File: src/rtl/nib_rd_pkg.sv
package nib_rd_pkg;

  localparam int NIB_W = 4;

  localparam logic [NIB_W-1:0] CODE_START = 4'b1101;
  localparam logic [NIB_W-1:0] CODE_SIZE1 = 4'b0000;
  localparam logic [NIB_W-1:0] CODE_TAR   = 4'b1111;
  localparam logic [NIB_W-1:0] SYNC_WAIT  = 4'b0101;
  localparam logic [NIB_W-1:0] SYNC_READY = 4'b0000;

  typedef enum logic [3:0] {
    S_IDLE,
    S_START,
    S_ID,
    S_ADDR,
    S_SIZE,
    S_HTAR0,
    S_HTAR1,
    S_SYNC,
    S_DLO,
    S_DHI,
    S_TTAR0,
    S_TTAR1
  } rd_state_t;

endpackage

File: src/rtl/nib_rd_timer.sv
module nib_rd_timer #(
  parameter int LIMIT = 8
) (
  input  logic clk,
  input  logic rst,
  input  logic clr,
  input  logic step,
  output logic expired
);

  localparam int CW = $clog2(LIMIT + 1);

  logic [CW-1:0] cnt;

  always_ff @(posedge clk) begin
    if (rst || clr) cnt <= '0;
    else if (step)  cnt <= cnt + 1'b1;
  end

  assign expired = (cnt == CW'(LIMIT));

  AST_WAIT_BOUND: assert property (@(posedge clk) disable iff (rst)
    expired |-> !step) else $error("wait counter stepped past its limit");

endmodule

File: src/rtl/nib_rd_asm.sv
module nib_rd_asm #(
  parameter int NIB_W = 4
) (
  input  logic               clk,
  input  logic               rst,
  input  logic               clr,
  input  logic               cap_lo,
  input  logic               cap_hi,
  input  logic [NIB_W-1:0]   nib,
  output logic [2*NIB_W-1:0] byte_o
);

  logic [NIB_W-1:0] lo_q, hi_q;

  always_ff @(posedge clk) begin
    if (rst || clr) begin
      lo_q <= '0;
      hi_q <= '0;
    end else begin
      if (cap_lo) lo_q <= nib;
      if (cap_hi) hi_q <= nib;
    end
  end

  assign byte_o = {hi_q, lo_q};

  AST_LOW_BEFORE_HIGH: assert property (@(posedge clk) disable iff (rst)
    cap_hi |-> $past(cap_lo)) else $error("high nibble captured out of order");

endmodule

File: src/rtl/nib_rd_seq.sv
module nib_rd_seq
  import nib_rd_pkg::*;
#(
  parameter int ADDR_W = 28
) (
  input  logic              clk,
  input  logic              rst,
  input  logic              req_valid,
  output logic              req_ready,
  input  logic [NIB_W-1:0]  req_id,
  input  logic [ADDR_W-1:0] req_addr,
  input  logic [NIB_W-1:0]  bus_in,
  output logic [NIB_W-1:0]  bus_out,
  output logic              bus_oe,
  output logic              bus_frame_n,
  output logic              tmr_clr,
  output logic              tmr_step,
  input  logic              tmr_expired,
  output logic              cap_clr,
  output logic              cap_lo,
  output logic              cap_hi,
  output logic              rsp_valid,
  output logic              rsp_err
);

  localparam int ADDR_NIBS = ADDR_W / NIB_W;
  localparam int IDX_W     = $clog2(ADDR_NIBS);

  rd_state_t          state, st_nx;
  logic [IDX_W-1:0]   idx, idx_nx;
  logic [NIB_W-1:0]   id_q;
  logic [ADDR_W-1:0]  addr_q;
  logic               abort;
  logic [NIB_W-1:0]   out_nx;
  logic               oe_nx;
  logic               accept;

  assign accept = (state == S_IDLE) && req_valid;

  always_comb begin
    st_nx  = state;
    idx_nx = idx;
    abort  = 1'b0;
    case (state)
      S_IDLE:  if (req_valid) st_nx = S_START;
      S_START: st_nx = S_ID;
      S_ID: begin
        st_nx  = S_ADDR;
        idx_nx = IDX_W'(ADDR_NIBS - 1);
      end
      S_ADDR:  if (idx == '0) st_nx = S_SIZE;
               else idx_nx = idx - 1'b1;
      S_SIZE:  st_nx = S_HTAR0;
      S_HTAR0: st_nx = S_HTAR1;
      S_HTAR1: st_nx = S_SYNC;
      S_SYNC: begin
        if (bus_in == SYNC_READY) st_nx = S_DLO;
        else if (bus_in != SYNC_WAIT || tmr_expired) begin
          st_nx = S_IDLE;
          abort = 1'b1;
        end
      end
      S_DLO:   st_nx = S_DHI;
      S_DHI:   st_nx = S_TTAR0;
      S_TTAR0: st_nx = S_TTAR1;
      S_TTAR1: st_nx = S_IDLE;
      default: st_nx = S_IDLE;
    endcase
  end

  always_comb begin
    oe_nx  = 1'b1;
    out_nx = CODE_TAR;
    case (st_nx)
      S_START: out_nx = CODE_START;
      S_ID:    out_nx = id_q;
      S_ADDR:  out_nx = addr_q[{idx_nx, 2'b00} +: NIB_W];
      S_SIZE:  out_nx = CODE_SIZE1;
      S_HTAR0: out_nx = CODE_TAR;
      default: oe_nx  = 1'b0;
    endcase
  end

  always_ff @(posedge clk) begin
    if (rst) begin
      state       <= S_IDLE;
      idx         <= '0;
      id_q        <= '0;
      addr_q      <= '0;
      bus_out     <= CODE_TAR;
      bus_oe      <= 1'b0;
      bus_frame_n <= 1'b1;
      req_ready   <= 1'b1;
      rsp_valid   <= 1'b0;
      rsp_err     <= 1'b0;
    end else begin
      state       <= st_nx;
      idx         <= idx_nx;
      if (accept) begin
        id_q   <= req_id;
        addr_q <= req_addr;
      end
      bus_out     <= out_nx;
      bus_oe      <= oe_nx;
      bus_frame_n <= (st_nx != S_START);
      req_ready   <= (st_nx == S_IDLE);
      rsp_valid   <= (state != S_IDLE) && (st_nx == S_IDLE);
      rsp_err     <= abort;
    end
  end

  assign tmr_clr  = (state != S_SYNC);
  assign tmr_step = (state == S_SYNC) && (bus_in == SYNC_WAIT) && !tmr_expired;
  assign cap_clr  = accept;
  assign cap_lo   = (state == S_DLO);
  assign cap_hi   = (state == S_DHI);

  AST_START_ONE_CYCLE: assert property (@(posedge clk) disable iff (rst)
    !bus_frame_n |=> bus_frame_n) else $error("frame strobe held low");
  AST_START_CODE: assert property (@(posedge clk) disable iff (rst)
    !bus_frame_n |-> (bus_oe && bus_out == CODE_START)) else $error("bad start nibble");
  AST_FLOAT_IN_TARGET_PHASE: assert property (@(posedge clk) disable iff (rst)
    (state inside {S_SYNC, S_DLO, S_DHI, S_TTAR0, S_TTAR1}) |-> !bus_oe)
    else $error("host drives bus while target owns it");
  AST_ACCEPT_BUSY: assert property (@(posedge clk) disable iff (rst)
    (req_valid && req_ready) |=> (!req_ready && !bus_frame_n))
    else $error("accept did not start a frame");
  AST_RSP_PULSE: assert property (@(posedge clk) disable iff (rst)
    rsp_valid |=> !rsp_valid) else $error("response longer than one cycle");
  AST_ERR_HAS_VALID: assert property (@(posedge clk) disable iff (rst)
    rsp_err |-> (rsp_valid && req_ready)) else $error("error flag outside response");

endmodule

File: src/rtl/nib_rd_init.sv
module nib_rd_init
  import nib_rd_pkg::*;
#(
  parameter int ADDR_W     = 28,
  parameter int WAIT_LIMIT = 8
) (
  input  logic              clk,
  input  logic              rst,
  input  logic              req_valid,
  output logic              req_ready,
  input  logic [3:0]        req_id,
  input  logic [ADDR_W-1:0] req_addr,
  output logic              rsp_valid,
  output logic [7:0]        rsp_data,
  output logic              rsp_err,
  input  logic [3:0]        bus_in,
  output logic [3:0]        bus_out,
  output logic              bus_oe,
  output logic              bus_frame_n
);

  logic tmr_clr, tmr_step, tmr_expired;
  logic cap_clr, cap_lo, cap_hi;

  nib_rd_seq #(.ADDR_W(ADDR_W)) u_seq (
    .clk         (clk),
    .rst         (rst),
    .req_valid   (req_valid),
    .req_ready   (req_ready),
    .req_id      (req_id),
    .req_addr    (req_addr),
    .bus_in      (bus_in),
    .bus_out     (bus_out),
    .bus_oe      (bus_oe),
    .bus_frame_n (bus_frame_n),
    .tmr_clr     (tmr_clr),
    .tmr_step    (tmr_step),
    .tmr_expired (tmr_expired),
    .cap_clr     (cap_clr),
    .cap_lo      (cap_lo),
    .cap_hi      (cap_hi),
    .rsp_valid   (rsp_valid),
    .rsp_err     (rsp_err)
  );

  nib_rd_timer #(.LIMIT(WAIT_LIMIT)) u_timer (
    .clk     (clk),
    .rst     (rst),
    .clr     (tmr_clr),
    .step    (tmr_step),
    .expired (tmr_expired)
  );

  nib_rd_asm #(.NIB_W(NIB_W)) u_asm (
    .clk    (clk),
    .rst    (rst),
    .clr    (cap_clr),
    .cap_lo (cap_lo),
    .cap_hi (cap_hi),
    .nib    (bus_in),
    .byte_o (rsp_data)
  );

  AST_ERR_DATA_ZERO: assert property (@(posedge clk) disable iff (rst)
    rsp_err |-> (rsp_data == 8'h00)) else $error("error response carries data");

endmodule

File: config.mk
export PLATFORM = sky130hd
export DESIGN_NAME = nib_rd_init
export DESIGN_NICKNAME = d
export VERILOG_FILES = /design/src/rtl/nib_rd_pkg.sv /design/src/rtl/nib_rd_timer.sv /design/src/rtl/nib_rd_asm.sv /design/src/rtl/nib_rd_seq.sv /design/src/rtl/nib_rd_init.sv
export SDC_FILE = /design/constraint.sdc
export NUM_CORES = 1
export LEC_CHECK = 0
export BUFFER_PORTS_ARGS = -buffer_cell sky130_fd_sc_hd__buf_2
export CORE_ASPECT_RATIO = 0.5
export CORE_MARGIN = 10
export CORE_UTILIZATION = 45
export DETAILED_ROUTE_END_ITERATION = 8
export PLACE_DENSITY = 0.73
export SYNTH_ARGS = -nofsm -noshare
export SYNTH_HDL_FRONTEND = slang
export SYNTH_HIERARCHICAL = 1
export SYNTH_SLANG_ARGS = --single-unit
File: constraint.sdc
create_clock -name clk -period 2.3 [get_ports clk]
set_input_delay 0.345 -clock clk [delete_from_list [all_inputs] [get_ports clk]]
set_output_delay 0.345 -clock clk [all_outputs]
set_load 0.02 [all_outputs]
Word-level counts from Yosys, hierarchy flattened
Index checks and enable logic that the tools add are counted.
- reduce and logical (&&, ||, !) cells: 15
- shift operators: 1
- bitwise gates (word level): 1
- equal/unequal tests: 20
- multiplexer cells: 10
- add/sub/neg operators: 2
- operators by type and width (kind ; number):
    4-bit one-hot mux with 11 select lines ; 1
    4-bit by 3-bit equality test with 1-bit output (second input constant) ; 7
    28-bit by 6-bit indexed part select with 4-bit output ; 1
    4-bit by 2-bit equality test with 1-bit output (second input constant) ; 4
    4-bit equality test (second input constant) ; 4
    4-bit two-way mux ; 4
    4-bit one-hot mux with 4 select lines ; 1
    4-bit logical NOT ; 3
    4-bit by 1-bit equality test with 1-bit output (second input constant) ; 2
    4-bit by 3-bit inequality test with 1-bit output (second input constant) ; 2
    3-bit one-hot mux with 2 select lines ; 1
    5-bit OR reduction ; 1
    4-bit by 1-bit adder with 4-bit output (second input constant) ; 1
    1-bit logical AND ; 4
    4-bit by 1-bit inequality test with 1-bit output (second input constant) ; 1
    4-bit nonzero test ; 1
    3-bit logical NOT ; 1
    1-bit logical OR ; 3
    3-bit two-way mux ; 1
    3-bit OR reduction ; 1
    3-bit by 1-bit subtractor with 3-bit output (second input constant) ; 1
    1-bit two-way mux ; 2
    1-bit logical NOT ; 1
    1-bit inverter ; 1
- output and inout bits: 17
- input bits: 39
- word-level logic and storage cells: 62
- flip-flop bits (word level): 60

Longest topological paths before layout
- word-level depth: 8
- gate-level depth with buffers: 10
- depth with buffers taken out: 9

Modules after synthesis
The synthesis kept the hierarchy.
- by module, submodules not included (module ; seq. area each (µm²) ; cells an instance ; area each (µm²) ; instances):
    nib_rd_seq ; 960.9 ; 298 ; 2277.2 ; 1
    nib_rd_asm ; 160.2 ; 28 ; 297.8 ; 1
    nib_rd_timer ; 80.1 ; 21 ; 216.5 ; 1

Least setup slack after synthesis
No wires, ideal clock.
- path kind: register to register
- start: register u_seq.idx[0]
- end: register u_seq.bus_out[0]
- arrival time: 2198 ps
- path buffers: 2
- data required time: 2236 ps
- period minus slack after synthesis: 2262 ps
- cell stages (with the launch flop): 11
- setup slack: 38 ps
- setup time: 64 ps
- path through: dfxtp_1 -> clkbuf_1 -> inv_1 -> ha_1 -> inv_1 -> clkbuf_1 -> nand2_1 -> a221oi_1 -> o2bb2ai_1 -> o211ai_1 -> nand4_1
- word-level cells in the longest chain between the ends: 5
- elaborated cells between the ends (all ways): 12
- those cells by class: add/sub: 1; eq/ne: 4; shift: 1; mux: 5; reduce/logical: 1
- RTL lines (what ; RTL line ; text):
    start, declared ; nib_rd_seq.sv:30 ; logic [IDX_W-1:0] idx, idx_nx;
    start signal, assigned ; nib_rd_seq.sv:98 ; idx <= idx_nx;
    3-bit by 1-bit subtractor with 3-bit output or 3-bit logical NOT (tied branches) ; nib_rd_seq.sv:52, nib_rd_seq.sv:51 ;
    3-bit two-way mux or 4-bit two-way mux (tied branches) ; nib_rd_seq.sv:51 ; S_ADDR: if (idx == '0) st_nx = S_SIZE;
    3-bit one-hot mux with 2 select lines or 4-bit one-hot mux with 11 select lines (tied branches) ; nib_rd_seq.sv:44 ; case (state)
    28-bit by 6-bit indexed part select with 4-bit output, or another cell as far along ; nib_rd_seq.sv:77 ; S_ADDR: out_nx = addr_q[{idx_nx, 2'b00} +: NIB_W];
    4-bit one-hot mux with 4 select lines * ; nib_rd_seq.sv:74 ; case (st_nx)
    end signal, assigned ; nib_rd_seq.sv:103 ; bus_out <= out_nx;
    end, declared ; nib_rd_seq.sv:13 ; output logic [NIB_W-1:0] bus_out,
Every way passes the cells marked *; elsewhere a longest branch is shown, timed or not.
A chain may end at the register's enable or synchronous reset.

Worst setup path in the final report
- start: register u_timer.cnt[0]
- end: register u_seq.bus_oe
- word-level cells in the longest chain between the ends: 8
- elaborated cells between the ends (all ways): 12
- those cells by class: eq/ne: 6; mux: 4; reduce/logical: 2
- RTL lines (what ; RTL line ; text):
    start, declared ; nib_rd_timer.sv:13 ; logic [CW-1:0] cnt;
    start signal, assigned ; nib_rd_timer.sv:17 ; else if (step) cnt <= cnt + 1'b1;
    4-bit equality test * ; nib_rd_timer.sv:20 ; assign expired = (cnt == CW'(LIMIT));
    via tmr_expired ; nib_rd_init.sv:22 ; logic tmr_clr, tmr_step, tmr_expired;
    1-bit logical OR * ; nib_rd_seq.sv:58 ; else if (bus_in != SYNC_WAIT || tmr_expired) begin
    4-bit two-way mux * ; nib_rd_seq.sv:58 ;
    4-bit two-way mux * ; nib_rd_seq.sv:57 ; if (bus_in == SYNC_READY) st_nx = S_DLO;
    4-bit one-hot mux with 11 select lines * ; nib_rd_seq.sv:44 ;
    4-bit by 1-bit equality test with 1-bit output, or another cell as far along ; nib_rd_seq.sv:74 ;
    5-bit OR reduction (no line) * ; - ;
    1-bit two-way mux * ; nib_rd_seq.sv:74 ;
    end signal, assigned ; nib_rd_seq.sv:104 ; bus_oe <= oe_nx;
    end, declared ; nib_rd_seq.sv:14 ; output logic bus_oe,
Mark *: on every way through the listed nets, which the timed path passes. The rest lies on a longest branch.

==> impl_metrics.json <==
{
  "synth_top_cell_area_share_pct": 43.0,
  "rr_startpoint": "u_timer/cnt[0]$_SDFFE_PP0P_",
  "die_area_um2": 9940,
  "hpwl_um": 5260,
  "clock_sinks": 60,
  "antenna_cells": 0,
  "ff2ff_setup_slack_ns": 0.08,
  "ir_drop_uv": 504,
  "drcViolationCount": 0,
  "grt_pass1_wl_um": 11800,
  "hold_start": "req_addr[9]",
  "cap_violations": 0,
  "drv_slew": 0,
  "worstHoldEndpoint": "u_seq/addr_q[9]$_SDFFE_PP0P_",
  "clock_latency_ns": 0.33,
  "cts_setup_buffers": 0,
  "syn_inst": 347,
  "vias": 2577,
  "cts_buffers": 9,
  "area_growth_pct": 24.2,
  "p_leak_uw": 0.00136,
  "num_rows": 20,
  "wirelength_um": 7080,
  "fin_area_um2": 3470,
  "place.gp.congestion": 0.889,
  "synth_area_leaders": "dfxtp_1, nand2_1, a21oi_1",
  "clockBufferDepth": 2,
  "critPathCaptureType": "flop",
  "synth_seq_cells": 60,
  "syn_avg_cell_area_um2": 8.04,
  "final-hold-violation-count": 0,
  "vias_per_cell": 5.20,
  "fin_nets": 446,
  "grt_overflow_total": 0,
  "clkSlewWorstSetupHoldPaths_ns": 0.05,
  "io_pins": 56,
  "power_density_nw_per_um2": 847,
  "whs_path_depth": 3,
  "cts_tree": "done",
  "drtIter0Drc": 198,
  "crit_start": "u_timer/cnt[0]$_SDFFE_PP0P_",
  "pre_cts_slack_ns": 0.110,
  "antenna_found_initial": 0,
  "r2r_cells": 9,
  "slew_headroom_pct": 61.5,
  "drive_above_1_share_pct": 22.1,
  "wire_per_inst_um": 14.3,
  "fp.dieH_um": 75.7,
  "skew_ns": 0.00456,
  "yosys_warnings": 6,
  "die_width_um": 131,
  "initial_core_util_pct": 46.3,
  "power_uw": 2940,
  "synth_cell_types": 50,
  "cp_max_fo": 5,
  "firstDrtPassIters": 4,
  "io_buffers": 55,
  "layout_setup_ws_ns": 0.0850,
  "placed_area_um2": 3160,
  "fmax_mhz": 451,
  "grt_pass1_vias": 2512,
  "clockRootBuffer": "clkbuf_16",
  "status": "finished clean",
  "timing.setup.tns_ns": 0,
  "cp.required_ns": 2.53,
  "hold_path_class": "in2reg",
  "worstMarginPinSlew_ns": 0.573,
  "fin_crit_sh_pct": 96.3,
  "core_um2": 6030,
  "r2r_end": "u_seq/bus_oe$_SDFF_PP0_",
  "grt_usage_pct": 14.8,
  "min_period_ns": 2.22,
  "critical_path_class": "reg2reg",
  "cts_max_level": 3,
  "arrival_ns": 2.44,
  "startpoint_type": "flop",
  "setup_viol": 0,
  "ant_nets": 0,
  "grt_max_degree": 36,
  "yosysTopAreaCell": "dfxtp_1",
  "yosysSeqAreaShare_pct": 43.0,
  "syn_area_um2": 2790,
  "num-fill-cells": 576,
  "synth_fp_nets": 390
}
-- kinds of logic (layout without fill, tap and decap cells) --
logic type | Yosys count | after routing | synth area share, %
compound gates | 92 | 92 | 19.9
xor+xnor | 2 | 2 | 0.628
fa+ha+maj | 4 | 4 | 1.79
buf+inv | 32 | 93 | 5.15
flops | 60 | 60 | 43.0
mux | 14 | 14 | 5.20
simple gates | 143 | 143 | 24.3
-- sequential cells by signal, summed over array words and instances, names as in the netlist --
name               cells
u_seq/addr_q          28
u_asm/hi_q             4
u_asm/lo_q             4
u_seq/bus_out          4
u_seq/id_q             4
u_seq/state            4
u_timer/cnt            4
u_seq/idx              3
u_seq/bus_frame_n      1
u_seq/bus_oe           1
u_seq/req_ready        1
u_seq/rsp_err          1
u_seq/rsp_valid        1
-- layout by cell type (no fill, tap or decap), types with 2 or more instances in the layout --
cell / instances
o21a_1: 2
a21o_1: 2
a31oi_1: 2
nor2b_1: 2
buf_2: 55
buf_4: 13
nor2_1: 22
or2_1: 2
a21oi_1: 41
o21ai_0: 16
o21bai_1: 6
mux2i_1: 13
clkbuf_8: 3
and3b_1: 3
nor3_1: 8
dfxtp_1: 60
nand3_1: 3
o2bb2ai_1: 4
nand3b_1: 3
nor4_1: 2
xnor2_1: 2
inv_1: 8
nor2_2: 3
ha_1: 4
nand4_1: 7
o21ai_1: 2
o211ai_1: 5
clkbuf_1: 3
clkbuf_16: 9
nand2b_1: 5
a22oi_1: 4
nand2_1: 74
-- critical path, stage by stage (launching register included) --
cell,delay [ns]
dfxtp_1,0.35
inv_1,0.07
ha_1,0.13
and3b_1,0.13
and3b_1,0.20
and3b_1,0.19
or4_4,0.57
a31oi_4,0.21
nor2_2,0.09
a21o_1,0.18
-- power breakdown --
part	leakage, uW	internal [uW]	switching (uW)	total (uW)
registers	0.000491	1120	56.7	1180
logic	0.000728	202	317	519
clock network	0.000140	813	424	1240
-- through the flow --
| stage | hold slack, ns | util, % | std cells |
|---|---|---|---|
| CTS | 0.242 | 57.2 | 496 |
| global route | 0.246 | 57.5 | 496 |
| global placement | 0.443 | 52.5 | 480 |
| detailed placement | 0.446 | 52.5 | 480 |
| floorplan | 0.433 | - | 347 |
| finish | 0.250 | 57.5 | 496 |
-- worst max-delay path by stage --
stage | slack (ns) | cells after the start | end
CTS | 0.09 | 9 | u_seq/bus_oe$_SDFF_PP0_
detailed placement | 0.11 | 9 | u_seq/bus_oe$_SDFF_PP0_
global route | -0.01 | 9 | u_seq/bus_oe$_SDFF_PP0_
finish | 0.08 | 9 | u_seq/bus_oe$_SDFF_PP0_
floorplan | 0.04 | 10 | u_seq/bus_out[0]$_SDFF_PP1_
global placement | 0.15 | 9 | u_seq/bus_oe$_SDFF_PP0_
-- timing repair --
item                       4_1_cts  5_1_grt
hold buffers                     0        0
resized for setup                0        4
setup endpoints to repair        0        3
-- layout make-up --
| cell class | count | area [um^2] | share of cell area [%] |
|---|---|---|---|
| inverters | 9 | 33.8 | 0.974 |
| well taps | 88 | 110 | 3.18 |
| repair buffers | 68 | 373 | 10.8 |
| multi-input cells | 255 | 1470 | 42.3 |
| clock buffers | 15 | 278 | 8.01 |
| flip-flops and latches | 60 | 1200 | 34.6 |
| clock inverters | 1 | 5.00 | 0.144 |
-- per-layer routing --
metal | vias up | share of wire, % | global-route usage (%)
met5 | - | 0 | 0
met4 | 0 | 1.4 | 5.88
met3 | 7 | 6.1 | 5.46
met2 | 61 | 45 | 24.4
met1 | 1191 | 47 | 17.4
li1 | 1318 | - | -
-- Yosys cell counts (all sizes together) --
library cell,number
a2111oi,1
a211oi,1
a21bo,1
a21boi,1
a21o,2
a21oi,41
a221oi,1
a22oi,4
a2bb2oi,1
a31oi,3
a32o,1
and3,1
and3b,3
and4,1
and4bb,1
buf,8
clkbuf,15
dfxtp,60
ha,4
inv,9
mux2,1
mux2i,13
nand2,74
nand2b,5
nand3,3
nand3b,3
nand4,8
nand4b,1
nand4bb,1
nor2,25
nor2b,2
nor3,9
nor3b,1
nor4,2
o211ai,5
o21a,2
o21ai,18
o21bai,6
o2bb2ai,4
or2,2
or4,1
xnor2,2
Power figures use the tool's default switching activity.
